### config.mk
export PLATFORM = sky130hd
export DESIGN_NAME = recip_window_cmp
export DESIGN_NICKNAME = d
export VERILOG_FILES = /design/src/rtl/rwc_pkg.sv /design/src/rtl/rwc_edge.sv /design/src/rtl/rwc_gate.sv /design/src/rtl/rwc_elapsed.sv /design/src/rtl/rwc_judge.sv /design/src/rtl/recip_window_cmp.sv
export SDC_FILE = /design/constraint.sdc
export NUM_CORES = 1
export LEC_CHECK = 0
export BUFFER_PORTS_ARGS = -buffer_cell sky130_fd_sc_hd__buf_2
export CAP_MARGIN = 20
export CORE_MARGIN = 3
export CORE_UTILIZATION = 40
export CTS_BUF_LIST = sky130_fd_sc_hd__clkbuf_4 sky130_fd_sc_hd__clkbuf_8
export DETAILED_ROUTE_END_ITERATION = 6
export HOLD_SLACK_MARGIN = 0.05
export SLEW_MARGIN = 20
export SYNTH_ARGS = -nofsm -noshare
export SYNTH_HDL_FRONTEND = slang
export SYNTH_HIERARCHICAL = 1
export SYNTH_SLANG_ARGS = --single-unit
### constraint.sdc
create_clock -name clk -period 8.2 [get_ports clk]
set_clock_uncertainty 0.1 [all_clocks]
set_input_delay 1.23 -clock clk [delete_from_list [all_inputs] [get_ports clk]]
set_output_delay 1.23 -clock clk [all_outputs]
set_load 0.1 [all_outputs]
### src/rtl/rwc_pkg.sv
// Package: shared types for the whole-cycle period window checker.
// Assumes nothing beyond IEEE 1800-2017 enum support.
package rwc_pkg;
    typedef enum logic [1:0] {
        GATE_IDLE = 2'd0,
        GATE_ARM  = 2'd1,
        GATE_RUN  = 2'd2
    } gate_st_e;
endpackage

### src/rtl/rwc_edge.sv
// rwc_edge: brings the asynchronous square wave into the clock domain through
// SYNC_STAGES flops and flags a rising edge for one cycle.
// Assumes the input holds each level for at least one clock cycle.
module rwc_edge #(
    parameter int SYNC_STAGES = 2
) (
    input  logic clk,
    input  logic rst_n,
    input  logic sig_in,
    output logic rise
);
    localparam int SH_W = SYNC_STAGES + 1;

    logic [SH_W-1:0] sh_q;

    // Shift the input through the synchroniser plus one history flop.
    always_ff @(posedge clk) begin
        if (!rst_n) sh_q <= '0;
        else        sh_q <= {sh_q[SH_W-2:0], sig_in};
    end

    // Rising edge: newest synchronised sample high, the one before it low.
    always_comb rise = sh_q[SH_W-2] & ~sh_q[SH_W-1];


    rise_gap_chk: assert property (@(posedge clk) disable iff (!rst_n)
        rise |=> !rise);
endmodule

### src/rtl/rwc_gate.sv
// rwc_gate: gate sequencer. It accepts start only when idle, arms on the next
// rising edge and counts rising edges until the programmed number of whole
// periods is complete. A zero cycle count is treated as one.
// Assumes rise is a one-cycle pulse.
module rwc_gate #(
    parameter int CYC_W = 16
) (
    input  logic             clk,
    input  logic             rst_n,
    input  logic             start,
    input  logic [CYC_W-1:0] cyc_num,
    input  logic             rise,
    output logic             load,
    output logic             arm_hit,
    output logic             run,
    output logic             finish
);
    import rwc_pkg::*;

    gate_st_e         st_q;
    logic [CYC_W-1:0] cyc_q;
    logic [CYC_W-1:0] ecnt_q;
    logic [CYC_W:0]   ecnt_nx;

    // Decode the strobes that drive the counter and the judge.
    always_comb begin
        ecnt_nx = {1'b0, ecnt_q} + 1'b1;
        load    = (st_q == GATE_IDLE) && start;
        arm_hit = (st_q == GATE_ARM) && rise;
        run     = (st_q == GATE_RUN);
        finish  = run && rise && (ecnt_nx >= {1'b0, cyc_q});
    end

    // State, captured cycle count and edge count.
    always_ff @(posedge clk) begin
        if (!rst_n) begin
            st_q   <= GATE_IDLE;
            cyc_q  <= '0;
            ecnt_q <= '0;
        end else begin
            unique case (st_q)
                GATE_IDLE: if (start) begin
                    st_q  <= GATE_ARM;
                    cyc_q <= (cyc_num == '0) ? CYC_W'(1) : cyc_num;
                end
                GATE_ARM: if (rise) begin
                    st_q   <= GATE_RUN;
                    ecnt_q <= '0;
                end
                GATE_RUN: if (rise) begin
                    if (finish) st_q   <= GATE_IDLE;
                    else        ecnt_q <= ecnt_nx[CYC_W-1:0];
                end
                default: st_q <= GATE_IDLE;
            endcase
        end
    end


    cyc_hold_chk: assert property (@(posedge clk) disable iff (!rst_n)
        (st_q != GATE_IDLE) |=> $stable(cyc_q));

    edge_cnt_chk: assert property (@(posedge clk) disable iff (!rst_n)
        run |-> (ecnt_q < cyc_q));

    cyc_nonzero_chk: assert property (@(posedge clk) disable iff (!rst_n)
        (st_q != GATE_IDLE) |-> (cyc_q != '0));
endmodule

### src/rtl/rwc_elapsed.sv
// rwc_elapsed: saturating elapsed-time counter. Clear sets it to zero and
// inc adds one, stopping at all ones. tot is the value after this cycle's
// increment and feeds the judge in the closing cycle.
// Assumes clr and inc are never high together.
module rwc_elapsed #(
    parameter int CNT_W = 32
) (
    input  logic             clk,
    input  logic             rst_n,
    input  logic             clr,
    input  logic             inc,
    output logic [CNT_W-1:0] tot,
    output logic             sat
);
    localparam logic [CNT_W-1:0] TOP = '1;

    logic [CNT_W-1:0] cnt_q;

    // Next count with saturation at the top value.
    always_comb begin
        tot = (cnt_q == TOP) ? TOP : cnt_q + 1'b1;
        sat = (tot == TOP);
    end

    // Register the count.
    always_ff @(posedge clk) begin
        if (!rst_n)   cnt_q <= '0;
        else if (clr) cnt_q <= '0;
        else if (inc) cnt_q <= tot;
    end


    cnt_sat_chk: assert property (@(posedge clk) disable iff (!rst_n)
        (inc && !clr && cnt_q == TOP) |=> (cnt_q == TOP));

    cnt_mono_chk: assert property (@(posedge clk) disable iff (!rst_n)
        (inc && !clr) |=> (cnt_q >= $past(cnt_q)));
endmodule

### src/rtl/rwc_judge.sv
// rwc_judge: samples the band limits at an accepted start and classifies the
// total when the gate closes. A saturated total or one above the upper limit
// is too slow; otherwise one below the lower limit is too fast; anything else
// is in band. The flags hold until the next result.
// Assumes finish is a one-cycle pulse.
module rwc_judge #(
    parameter int CNT_W = 32
) (
    input  logic             clk,
    input  logic             rst_n,
    input  logic             load,
    input  logic [CNT_W-1:0] min_in,
    input  logic [CNT_W-1:0] max_in,
    input  logic             finish,
    input  logic [CNT_W-1:0] tot,
    input  logic             sat,
    output logic             tune_up,
    output logic             tune_down,
    output logic             in_band,
    output logic             done
);
    logic [CNT_W-1:0] min_q, max_q;
    logic             slow, fast;

    // Compare the total against the captured limits.
    always_comb begin
        slow = sat || (tot > max_q);
        fast = !slow && (tot < min_q);
    end

    // Capture the limits on load and write the verdict on finish.
    always_ff @(posedge clk) begin
        if (!rst_n) begin
            min_q     <= '0;
            max_q     <= '0;
            tune_up   <= 1'b0;
            tune_down <= 1'b0;
            in_band   <= 1'b0;
            done      <= 1'b0;
        end else begin
            done <= finish;
            if (load) begin
                min_q <= min_in;
                max_q <= max_in;
            end
            if (finish) begin
                tune_up   <= slow;
                tune_down <= fast;
                in_band   <= !slow && !fast;
            end
        end
    end


    done_pulse_chk: assert property (@(posedge clk) disable iff (!rst_n)
        done |=> !done);

    one_flag_chk: assert property (@(posedge clk) disable iff (!rst_n)
        done |-> ($countones({tune_up, tune_down, in_band}) == 1));

    flag_hold_chk: assert property (@(posedge clk) disable iff (!rst_n)
        !done |-> $stable({tune_up, tune_down, in_band}));

    flag_excl_chk: assert property (@(posedge clk) disable iff (!rst_n)
        $onehot0({tune_up, tune_down, in_band}));
endmodule

### src/rtl/recip_window_cmp.sv
// recip_window_cmp: top of the whole-cycle period window checker. It ties the
// input edge detector, the gate sequencer, the saturating elapsed counter and
// the band judge together.
// Assumes start is honoured only while idle and sig_in is a clean square wave.
module recip_window_cmp #(
    parameter int CNT_W       = 32,
    parameter int CYC_W       = 16,
    parameter int SYNC_STAGES = 2
) (
    input  logic             clk,
    input  logic             rst_n,
    input  logic             sig_in,
    input  logic             start,
    input  logic [CNT_W-1:0] min_cnt,
    input  logic [CNT_W-1:0] max_cnt,
    input  logic [CYC_W-1:0] cyc_num,
    output logic             tune_up,
    output logic             tune_down,
    output logic             in_band,
    output logic             done
);
    logic             rise, load, arm_hit, run, finish, sat;
    logic [CNT_W-1:0] tot;

    rwc_edge #(.SYNC_STAGES(SYNC_STAGES)) u_edge (
        .clk(clk), .rst_n(rst_n), .sig_in(sig_in), .rise(rise)
    );

    rwc_gate #(.CYC_W(CYC_W)) u_gate (
        .clk(clk), .rst_n(rst_n), .start(start), .cyc_num(cyc_num),
        .rise(rise), .load(load), .arm_hit(arm_hit), .run(run), .finish(finish)
    );

    rwc_elapsed #(.CNT_W(CNT_W)) u_elapsed (
        .clk(clk), .rst_n(rst_n), .clr(arm_hit), .inc(run),
        .tot(tot), .sat(sat)
    );

    rwc_judge #(.CNT_W(CNT_W)) u_judge (
        .clk(clk), .rst_n(rst_n), .load(load), .min_in(min_cnt),
        .max_in(max_cnt), .finish(finish), .tot(tot), .sat(sat),
        .tune_up(tune_up), .tune_down(tune_down), .in_band(in_band),
        .done(done)
    );
endmodule

==> key figures <==
GRT
  – Largest net degree at the start of global routing: 67
  – Initial antenna violation count: 0
  – First-pass GRT wire length: about 33 mm
  – GRT Resource Usage Total: roughly 18%
  – Total grt overflow: 0
  – Vias in the first global route: roughly 6600

Route
  – Drt total wl: 19.9 mm
  – Wire per inst: roughly 15 um
  – Drt pass-1 iters: 5
  – # DRC: 0
  – Routed vias/inst: around 5.2
  – Via count: approximately 7000
  – Post-route ant nets: 0
  – Iter 0 DRT Violations: 445

Synth
  – Seq/Total Area, Yosys: 32.9%
  – Number of synthesized flops with an enable pin: 0
  – Post-Syn Nets: 1157
  – Main synth FF type: dfxtp_1
  – Async SR Flop Fraction: 0%
  – Syn Area/Cell: about 8.4 sq um
  – Post-synthesis register bit count: between 100 and 150
  – Synth unique cells: 73
  – Netlist Area Pre-Place: ~8300 sq um
  – Cells after Synth: between 900 and 1000
  – YS warnings: 6

Place
  – IO buf count: 87
  – Placer Congestion: approximately 0.88
  – DP HPWL: about 15 mm

Critical path
  – R2R Path Start: u_gate/ecnt_q[0]$_SDFFE_PN0P_
  – CP startpoint kind: flop
  – Worst path most repeated cell: ha_1
  – Worst Reg2Reg Path Length in Cells: 16
  – WP data arrival: about 4.7 ns
  – Kind of critical path: reg2reg
  – CP cell instances: ha_1, nand3_4, nor4_4, nand2_1, xnor2_1, ha_1, nand3_1, nor4_1, o21ai_1, a31oi_1, nand2b_1, nor2_1, o21ai_0, nor4_2, a21oi_1, o41ai_2
  – Slowest stage cell, crit path: a31oi_1
  – R2r setup slk: about 3.7 ns
  – Reg-to-reg endpoint: u_judge/tune_down$_SDFFE_PN0P_
  – CP max FO: 5
  – WP data required: ~8.5 ns
  – Largest stage delay, worst path: 0.54 ns
  – Crit. End Element: flop
  – Cell family with most CP delay: simple AND/OR/NAND/NOR gates
  – Buf/Inv on CP: 0

Floorplan
  – IO Pins: between 80 and 90
  – Initial Util: between 40% and 50%
  – Row count: 52
  – Die Width: ~150 um
  – Core box area: between 20000 and 25000 sq um
  – Die Height: between 150 and 200 um
  – Die area: approximately 23000 sq um

Clocking
  – Post_cts resized: 0
  – CTS Sinks: roughly 140
  – Setup bufs post-CTS: 0
  – CTS tree: yes
  – Post-CTS Hold Fix Bufs: 0
  – Longest Clk Path Bufs: 2
  – CTS Root Cell: clkbuf_8
  – Clock Latency Late Sink: 0.45 ns
  – Htree depth: 4
  – Num CTS Buffers: 17
  – Clk pin slew, worst setup/hold paths: 0.09 ns

Timing
  – Fin. Hold Viols: 0
  – Crit path time final: between 4 and 5 ns
  – Max Fclk: 0.224 GHz
  – Rel. slew slack: a little over a third
  – Slew Viols, Final: 0
  – Setup tns final: 0 ns
  – Tcrit/Tclk final: 54.5%
  – RSZ-0062 raised after global routing: false
  – Worst slew pin tran: about 0.95 ns
  – Final setup fails: 0

Finish
  – ANT cells: 0
  – Area delta synth->final: 12.6%
  – Register area: roughly 2700 sq um
  – Utilization after layout: a little under half
  – Proportion of layout cells with a drive suffix above 1: 14.9%
  – Final net count: roughly 1200
  – Multi-input logic area: 5040 sq um
  – Layout filler cell count: just over 2000

Pwr
  – Total Power: roughly 1500 uW
  – VDD IR max: 0.105 mV
  – PD cells: approximately 160 nW/um^2
  – Leakage: 0.00405 uW

Hold path
  – Hold Crit Start: u_edge/sh_q[0]$_SDFF_PN0_
  – HP Class: reg2reg
  – Hold Path Sink: u_edge/sh_q[1]$_SDFF_PN0_
  – Hold path cells: 1

Status
  – Outcome: completed

Run
  – Max Cap Viol: 0
[state kept, by name, summed over array words and instances, names as in the netlist]
signal,flops
u_gate/st_q,2
u_elapsed/cnt_q,32
u_gate/cyc_q,16
u_edge/sh_q,3
u_judge/max_q,32
u_judge/done,1
u_judge/tune_down,1
u_gate/ecnt_q,16
u_judge/min_q,32
u_judge/tune_up,1
u_judge/in_band,1
[cell usage after synthesis (3+ instances only)]
cell type,instances,share of area (%)
a211oi_1,5,0.45
a21o_1,5,0.45
a21oi_1,57,3.4
a311oi_1,24,2.5
a311oi_2,3,0.54
a31oi_1,6,0.45
and2_1,7,0.53
and3_1,6,0.45
and4_1,4,0.42
buf_1,4,0.18
buf_2,10,0.60
buf_6,3,0.41
clkbuf_1,28,1.3
dfxtp_1,137,33
ha_1,81,12
inv_1,90,4.1
mux2i_1,68,8.2
nand2_1,101,4.6
nand2b_1,12,0.90
nand3_1,33,2.0
nand4_1,30,2.3
nor2_1,123,5.5
nor2b_1,6,0.45
nor3_1,12,0.72
nor3b_1,3,0.27
nor4_1,8,0.60
o211a_1,3,0.36
o211ai_1,6,0.54
o21a_1,7,0.63
o21ai_0,12,0.72
or3_1,6,0.45
xnor2_1,19,2.0
xor2_1,23,2.4
[worst max-delay path by stage]
stage | start | endpoint | slack, ns | cells after the start
after floorplan | u_elapsed/cnt_q[10]$_SDFFE_PP0P_ | u_judge/tune_down$_SDFFE_PN0P_ | 4.58 | 15
after global placement | u_gate/ecnt_q[0]$_SDFFE_PN0P_ | u_judge/tune_down$_SDFFE_PN0P_ | 3.85 | 16
after detailed placement | u_gate/ecnt_q[0]$_SDFFE_PN0P_ | u_judge/tune_down$_SDFFE_PN0P_ | 3.78 | 16
after CTS | u_gate/ecnt_q[0]$_SDFFE_PN0P_ | u_judge/tune_down$_SDFFE_PN0P_ | 3.70 | 16
after global routing | u_gate/ecnt_q[0]$_SDFFE_PN0P_ | u_judge/tune_down$_SDFFE_PN0P_ | 3.35 | 16
final | u_gate/ecnt_q[0]$_SDFFE_PN0P_ | u_judge/tune_down$_SDFFE_PN0P_ | 3.73 | 16
[metal layers]
layer	share of wire (%)	wire length (um)	global-route usage (%)
met1	49	9790	24.9
met2	45	8960	28.7
met3	4.2	832	3.58
met4	1.7	335	5.81
met5	0	0	0
[power by group]
part / switching [uW] / internal (uW)
sequential: 18.9 / 695
clock: 291 / 317
combinational: 115 / 85.4
[placed cells by master (no fill, tap or decap), drive strengths merged, types with 18 or more instances in the layout]
cell type / count
ha: 81
xor2: 23
a311oi: 27
nand2: 101
mux2i: 68
a21oi: 59
xnor2: 19
dfxtp: 137
clkbuf: 18
nand4: 33
nor2: 124
inv: 98
buf: 92
nand3: 35
[layout make-up]
type	count	share of cell area, %
Clock buffer	18	2.64
Tap cell	270	3.60
Inverter	92	3.71
Timing Repair Buffer	92	5.05
Clock inverter	14	1.96
Sequential cell	137	29.3
Multi-Input combinational cell	718	53.8
[cells by family after synthesis]
kind of cell / Yosys count / share of synthesized area [%]
xor gates and xnor gates: 42 / 4.42
adders and majority gates: 81 / 12.2
AOI/OAI and AO/OA: 149 / 12.7
muxes: 69 / 8.36
buffers and inverters: 137 / 6.60
and+or+nand+nor: 377 / 22.9
DFF: 137 / 32.9
[stage by stage]
| step | hold slack [ns] | worst slack, ns | area [sq um] | std cells |
|---|---|---|---|---|
| 2_1_floorplan | 0.312 | 4.58 | 8330 | 992 |
| 3_3_place_gp | 0.324 | 3.85 | 8940 | 1309 |
| 3_5_place_dp | 0.321 | 3.78 | 8940 | 1309 |
| 4_1_cts | 0.343 | 3.70 | 9370 | 1341 |
| 5_1_grt | 0.344 | 3.35 | 9370 | 1341 |
| 6_report | 0.341 | 3.73 | 9370 | 1341 |
(Power assumes the default switching activity.)
